--- src/rtl/ide_dma_pkg.sv ---
package ide_dma_pkg;

    localparam int NCH      = 2;
    localparam int DW       = 8;
    localparam int PTR_W    = 32;
    localparam int LANES    = PTR_W / DW;
    localparam int CH_SEL_W = $clog2(NCH);
    localparam int ADDR_W   = CH_SEL_W + 3;

    typedef enum logic [1:0] {
        SEL_CMD  = 2'd0,
        SEL_MODE = 2'd1,
        SEL_STAT = 2'd2,
        SEL_TIME = 2'd3
    } reg_sel_e;

    localparam int ST_ACT = 0;
    localparam int ST_ERR = 1;
    localparam int ST_INT = 2;
    localparam logic [DW-1:0] ST_PLAIN_MASK = 8'h60;
    localparam logic [DW-1:0] ST_W1C_MASK   = 8'h06;

    localparam int MD_FLAG_LSB  = 2;
    localparam int MD_BLOCK_LSB = 4;
    localparam logic [DW-1:0] MD_SW_MASK = 8'h30;

    typedef struct packed {
        logic             cmd;
        logic             stat;
        logic             timing;
        logic [LANES-1:0] lane;
    } chan_we_t;

    typedef struct packed {
        logic [DW-1:0]    cmd;
        logic [DW-1:0]    stat;
        logic [DW-1:0]    timing;
        logic [PTR_W-1:0] ptr;
    } chan_view_t;

    function automatic logic [DW-1:0] stat_sw_update(
        input logic [DW-1:0] cur,
        input logic [DW-1:0] wval
    );
        return (wval & ST_PLAIN_MASK) | (cur & ST_W1C_MASK & ~wval);
    endfunction

endpackage

--- src/rtl/ide_addr_dec.sv ---
module ide_addr_dec
    import ide_dma_pkg::*;
(
    input  logic [ADDR_W-1:0] addr,
    input  logic              wr,
    output chan_we_t          we [NCH],
    output logic              mode_we
);
    logic [CH_SEL_W-1:0] ch;
    reg_sel_e            sel;
    logic                in_ptr;

    assign ch     = addr[ADDR_W-1:3];
    assign in_ptr = addr[2];
    assign sel    = reg_sel_e'(addr[1:0]);

    assign mode_we = wr && !in_ptr && (sel == SEL_MODE);

    for (genvar c = 0; c < NCH; c++) begin : g_ch
        logic hit;
        assign hit = wr && (ch == CH_SEL_W'(c));
        assign we[c].cmd    = hit && !in_ptr && (sel == SEL_CMD);
        assign we[c].stat   = hit && !in_ptr && (sel == SEL_STAT);
        assign we[c].timing = hit && !in_ptr && (sel == SEL_TIME);
        for (genvar l = 0; l < LANES; l++) begin : g_lane
            assign we[c].lane[l] = hit && in_ptr && (addr[1:0] == 2'(l));
        end
    end
endmodule

--- src/rtl/ide_chan_regs.sv ---
module ide_chan_regs
    import ide_dma_pkg::*;
(
    input  logic          clk,
    input  logic          rst,
    input  chan_we_t      we,
    input  logic [DW-1:0] wdata,
    input  logic          active,
    input  logic          err_set,
    input  logic          int_set,
    output chan_view_t    view
);
    logic [DW-1:0]    cmd_q, stat_q, time_q, stat_d;
    logic [PTR_W-1:0] ptr_q;

    always_comb begin
        stat_d = we.stat ? stat_sw_update(stat_q, wdata) : stat_q;
        stat_d[ST_ACT] = active;
        if (err_set) stat_d[ST_ERR] = 1'b1;
        if (int_set) stat_d[ST_INT] = 1'b1;
    end

    always_ff @(posedge clk) begin
        if (rst) begin
            cmd_q  <= '0;
            stat_q <= '0;
            time_q <= '0;
        end else begin
            if (we.cmd)    cmd_q  <= wdata;
            if (we.timing) time_q <= wdata;
            stat_q <= stat_d;
        end
    end

    for (genvar l = 0; l < LANES; l++) begin : g_lane
        logic [DW-1:0] keep;
        if (l == 0) begin : g_low
            assign keep = 8'hFC;
        end else begin : g_hi
            assign keep = 8'hFF;
        end
        always_ff @(posedge clk) begin
            if (rst)             ptr_q[l*DW +: DW] <= '0;
            else if (we.lane[l]) ptr_q[l*DW +: DW] <= wdata & keep;
        end
    end

    assign view.cmd    = cmd_q;
    assign view.stat   = stat_q;
    assign view.timing = time_q;
    assign view.ptr    = ptr_q;
endmodule

--- src/rtl/ide_mode_irq.sv ---
module ide_mode_irq
    import ide_dma_pkg::*;
(
    input  logic           clk,
    input  logic           rst,
    input  logic           we,
    input  logic [DW-1:0]  wdata,
    input  logic [NCH-1:0] irq_lvl,
    output logic [DW-1:0]  mode,
    output logic           irq
);
    logic [NCH-1:0] flag_q, blk_q, live;

    for (genvar c = 0; c < NCH; c++) begin : g_ch
        always_ff @(posedge clk) begin
            if (rst) begin
                flag_q[c] <= 1'b0;
                blk_q[c]  <= 1'b0;
            end else begin
                flag_q[c] <= irq_lvl[c];
                if (we) blk_q[c] <= wdata[MD_BLOCK_LSB + c];
            end
        end
        assign live[c] = flag_q[c] & ~blk_q[c];
    end

    always_comb begin
        mode = '0;
        mode[MD_FLAG_LSB  +: NCH] = flag_q;
        mode[MD_BLOCK_LSB +: NCH] = blk_q;
    end

    assign irq = |live;
endmodule

--- src/rtl/ide_dma_regfile.sv ---
module ide_dma_regfile
    import ide_dma_pkg::*;
(
    input  logic                 clk,
    input  logic                 rst,
    input  logic [ADDR_W-1:0]    bus_addr,
    input  logic                 bus_wr,
    input  logic                 bus_rd,
    input  logic [DW-1:0]        bus_wdata,
    output logic [DW-1:0]        bus_rdata,
    input  logic [NCH-1:0]       chan_irq_in,
    input  logic [NCH-1:0]       eng_active,
    input  logic [NCH-1:0]       eng_err_set,
    input  logic [NCH-1:0]       eng_int_set,
    output logic                 irq_out,
    output logic [NCH*DW-1:0]    chan_cmd,
    output logic [NCH*PTR_W-1:0] desc_addr
);
    chan_we_t   we [NCH];
    chan_view_t view [NCH];
    logic       mode_we;
    logic [DW-1:0] mode_q;
    logic [NCH-1:0][DW-1:0] stat_all;

    ide_addr_dec u_dec (
        .addr    (bus_addr),
        .wr      (bus_wr),
        .we      (we),
        .mode_we (mode_we)
    );

    ide_mode_irq u_mode (
        .clk     (clk),
        .rst     (rst),
        .we      (mode_we),
        .wdata   (bus_wdata),
        .irq_lvl (chan_irq_in),
        .mode    (mode_q),
        .irq     (irq_out)
    );

    for (genvar c = 0; c < NCH; c++) begin : g_ch
        ide_chan_regs u_chan (
            .clk     (clk),
            .rst     (rst),
            .we      (we[c]),
            .wdata   (bus_wdata),
            .active  (eng_active[c]),
            .err_set (eng_err_set[c]),
            .int_set (eng_int_set[c]),
            .view    (view[c])
        );
        assign chan_cmd[c*DW +: DW]        = view[c].cmd;
        assign desc_addr[c*PTR_W +: PTR_W] = view[c].ptr;
        assign stat_all[c]                 = view[c].stat;
    end

    logic [CH_SEL_W-1:0] rch;
    logic [DW-1:0]       rmux;
    assign rch = bus_addr[ADDR_W-1:3];

    always_comb begin
        rmux = '0;
        for (int c = 0; c < NCH; c++) begin
            if (rch == CH_SEL_W'(c)) begin
                if (bus_addr[2]) begin
                    rmux = view[c].ptr[bus_addr[1:0]*DW +: DW];
                end else begin
                    unique case (reg_sel_e'(bus_addr[1:0]))
                        SEL_CMD:  rmux = view[c].cmd;
                        SEL_MODE: rmux = mode_q;
                        SEL_STAT: rmux = view[c].stat;
                        SEL_TIME: rmux = view[c].timing;
                    endcase
                end
            end
        end
    end

    assign bus_rdata = bus_rd ? rmux : '0;
endmodule

--- config.mk ---
export PLATFORM = sky130hd
export DESIGN_NAME = ide_dma_regfile
export DESIGN_NICKNAME = d
export VERILOG_FILES = /design/src/rtl/ide_dma_pkg.sv /design/src/rtl/ide_addr_dec.sv /design/src/rtl/ide_chan_regs.sv /design/src/rtl/ide_mode_irq.sv /design/src/rtl/ide_dma_regfile.sv
export SDC_FILE = /design/constraint.sdc
export NUM_CORES = 1
export LEC_CHECK = 0
export BUFFER_PORTS_ARGS = -buffer_cell sky130_fd_sc_hd__buf_2
export CORE_UTILIZATION = 35
export CTS_CLUSTER_DIAMETER = 30
export CTS_CLUSTER_SIZE = 8
export DETAILED_ROUTE_END_ITERATION = 6
export PLACE_DENSITY_LB_ADDON = 0.08
export SETUP_SLACK_MARGIN = 0.4
export SLEW_MARGIN = 20
export SYNTH_ARGS = -nofsm -noshare
export SYNTH_HDL_FRONTEND = slang
export SYNTH_SLANG_ARGS = --single-unit
--- constraint.sdc ---
create_clock -name clk -period 2.6 [get_ports clk]
set_input_delay 0.52 -clock clk [delete_from_list [all_inputs] [get_ports clk]]
set_output_delay 0.52 -clock clk [all_outputs]
set_load 0.02 [all_outputs]
==> results.cfg <==
[timing]
tightest_slew_ns = 0.6537
hold_viol = 0
whs_ns = 0.3778
slew_viol_final = 0
max_freq_ghz = 0.4071
finalClockSkew_ns = 0
setup_viol = 0
period_needed_ns = 2.457
max_slew_margin_pct = 56.42
fin_crit_sh_pct = 94.49
grt_setup_unrepaired = true

[worst_hold_path]
min_to = g_ch[1].u_chan.stat_q[0]$_SDFF_PP0_
min_path_cells = 2
min_from = eng_active[1]
hold_path_class = primary input to flip-flop

[clock_tree]
htreeDepth = 3
clk_latency_ns = 0.35
clock-sinks = 106
clock-root-buffer = clkbuf_16
cts_made_buffers = 9
cts_tree = yes
cts_max_path_buffers = 2
cts_hold_buf = 0
clk_pin_slew_ns = 0.07

[layout]
drive_above_1_share_pct = 34.15
final_common_cell = dfxtp_1
final_core_util_pct = 47.69
mostFrequentLayoutCells = 100 x dfxtp_1, 96 x buf_2, 85 x a21oi_1, 84 x nand2_1
antenna_cells = 0
stdcell_count = 870
nNetsFinal = 713
area_growth_pct = 31.38

[setup_path]
required_ns = 2.08
ff2ff_path_depth = 3
slowest_stage = mux4_2
critPathCaptureType = output pin
max_stage_delay_ns = 0.48
start_kind = flip-flop
rr_endpoint = u_mode.mode[5]$_SDFFE_PP0P_
crit_type = flip-flop to output pin
crit_top_cell = mux4_2
worstPathMaxFanout = 3
critPathArrivalTime_ns = 1.94
worst-r2r-setup-slack_ns = 1.79
timing.rr.start = u_mode.mode[5]$_SDFFE_PP0P_
crit_chain = mux4_2, mux4_2, and2_4, buf_6

[yosys]
synthTopCellsByArea = dfxtp_1 44%, a21oi_1 8.7%, mux4_2 7.4%
yosysSeqAreaShare_pct = 43.62
synth_top_area_share_pct = 43.62
synthDistinctLibCells = 34
synth-seq-cells = 106
synth.avg_cell_area_um2 = 8.687
syn_inst = 560
yosysWarnings = 0
synth_area_mm2 = 0.004865
synth_largest_area_cell = dfxtp_1

[place]
port-buffer-count = 108
gp_congestion = 0.8601
placedCellCount = 840
dp_hpwl_um = 12850

[routing]
drtIter0Drc = 360
wl_um = 18070
post_drt_via_cell_ratio = 5.526
post_drt_wl_per_cell_um = 20.77
drc_errors = 0
vias = 4808
drtPass1Iterations = 5
ant_nets = 0

[grt]
grt_pass1_vias = 4599
track_usage_pct = 25.74
antenna_found_initial = 0
grt_overflow_total = 0
grt_max_degree = 59
grt_pass1_wl_um = 27490

[status]
status = finished clean

[flow_run]
maxCapViolations = 0

[pwr]
ir_worst_vdd_mv = 0.3301
powerDensity_mw_per_mm2 = 538.0
p_leak_nw = 2.566

[die]
die_h_um = 119.9
start_util_pct = 36.30
fp-row-count = 42
pin_count = 113
fp.coreArea_mm2 = 0.01340
dieArea_mm2 = 0.01437
die_x_um = 119.9
-- layout make-up --
type | count | area, µm²
well taps | 176 | 220.2
flip-flops and latches | 106 | 2135
repair buffers | 169 | 1156
inverters | 4 | 15.01
multi-input cells | 399 | 2586
clock buffers | 11 | 242.7
fillers | 1340 | 7009
clock inverters | 5 | 36.28
-- critical path: cells and delay by family (launching register included) --
| kind | cells | cell delay [ns] |
|---|---|---|
| flip-flops | 1 | 0.36 |
| buffers and inverters | 1 | 0.12 |
| AND/OR/NAND/NOR | 1 | 0.16 |
| multiplexers | 2 | 0.94 |
-- Yosys cell counts --
master / instances
o22ai_1: 1
nand2b_1: 2
mux2_2: 11
o31ai_1: 1
nor2b_1: 6
inv_1: 4
nor2_1: 36
clkbuf_1: 37
a211oi_1: 1
mux4_1: 1
nand3_1: 29
and2_1: 3
a32o_1: 2
a31oi_1: 3
a22oi_1: 3
a221o_1: 6
a21oi_1: 85
mux4_2: 16
a221oi_1: 3
nor3_4: 3
dfxtp_1: 106
a22o_1: 1
buf_2: 9
mux2i_1: 28
buf_6: 1
conb_1: 1
nand2_1: 84
buf_4: 6
o211ai_1: 3
o21ai_0: 62
nor3b_1: 2
and3b_1: 1
nand3b_1: 2
clkbuf_2: 1
-- per-layer routing --
| metal | part of all wire [%] | track usage (%) |
|---|---|---|
| met3 | 5.8 | 6.654 |
| met1 | 45 | 34.38 |
| met2 | 47 | 40.21 |
| met4 | 1.6 | 8.750 |
| met5 | 0 | 0 |
-- state kept, by name, summed over array words and instances (netlist names) --
signal	flops
g_ch.u_chan.stat_q	10
g_ch.u_chan.cmd_q	16
g_ch.u_chan.view	60
u_mode.mode	4
g_ch.u_chan.time_q	16
-- logic make-up (layout without fill, tap and decap cells) --
kind of cell | count (synthesis) | in the layout | synth area share [%]
compound gates | 171 | 171 | 19.24
simple gates | 168 | 168 | 15.46
flops | 106 | 106 | 43.62
buf+inv | 58 | 189 | 5.349
mux | 56 | 56 | 16.26
other cells | 1 | 4 | 0.07709
-- report_power, final --
group,internal (mW),leakage [nW],switching [mW],total [mW]
clock network,0.683,0.140,0.638,1.32
registers,1.65,0.861,0.0236,1.67
logic,0.177,1.56,0.269,0.446
total,2.51,2.57,0.930,3.44
-- stage by stage --
| step | setup TNS [ns] | power (mW) | area [µm²] | setup slack, ns |
|---|---|---|---|---|
| floorplan | 0 | 1.945 | 4928 | 0.3581 |
| global placement | -0.09101 | 2.101 | 5808 | -0.07716 |
| detailed placement | -0.2083 | 2.104 | 5808 | -0.08088 |
| CTS | 0 | 3.456 | 6311 | 0.1034 |
| global route | 0 | 3.568 | 6391 | 0.1025 |
| finish | 0 | 3.438 | 6391 | 0.1434 |
-- how the worst max path moves through the flow --
stage,end,from,cells past startpoint,slack [ns]
5_1_grt,bus_rdata[5],g_ch[1].u_chan.view[21]$_SDFFE_PP0P_,4,0.10
3_3_place_gp,bus_rdata[2],bus_addr[1],7,-0.08
6_report,bus_rdata[5],g_ch[1].u_chan.view[5]$_SDFFE_PP0P_,4,0.14
3_5_place_dp,bus_rdata[2],bus_addr[1],7,-0.08
4_1_cts,bus_rdata[5],u_mode.mode[5]$_SDFFE_PP0P_,4,0.10
2_1_floorplan,bus_rdata[5],bus_addr[2],4,0.36
-- repair_timing --
action,CTS,global route
gates resized for setup,45,16
setup endpoints to repair,8,8
pin swaps,11,11
buffers inserted,9,4
gates cloned,1,0
Power figures use the tool's default switching activity.
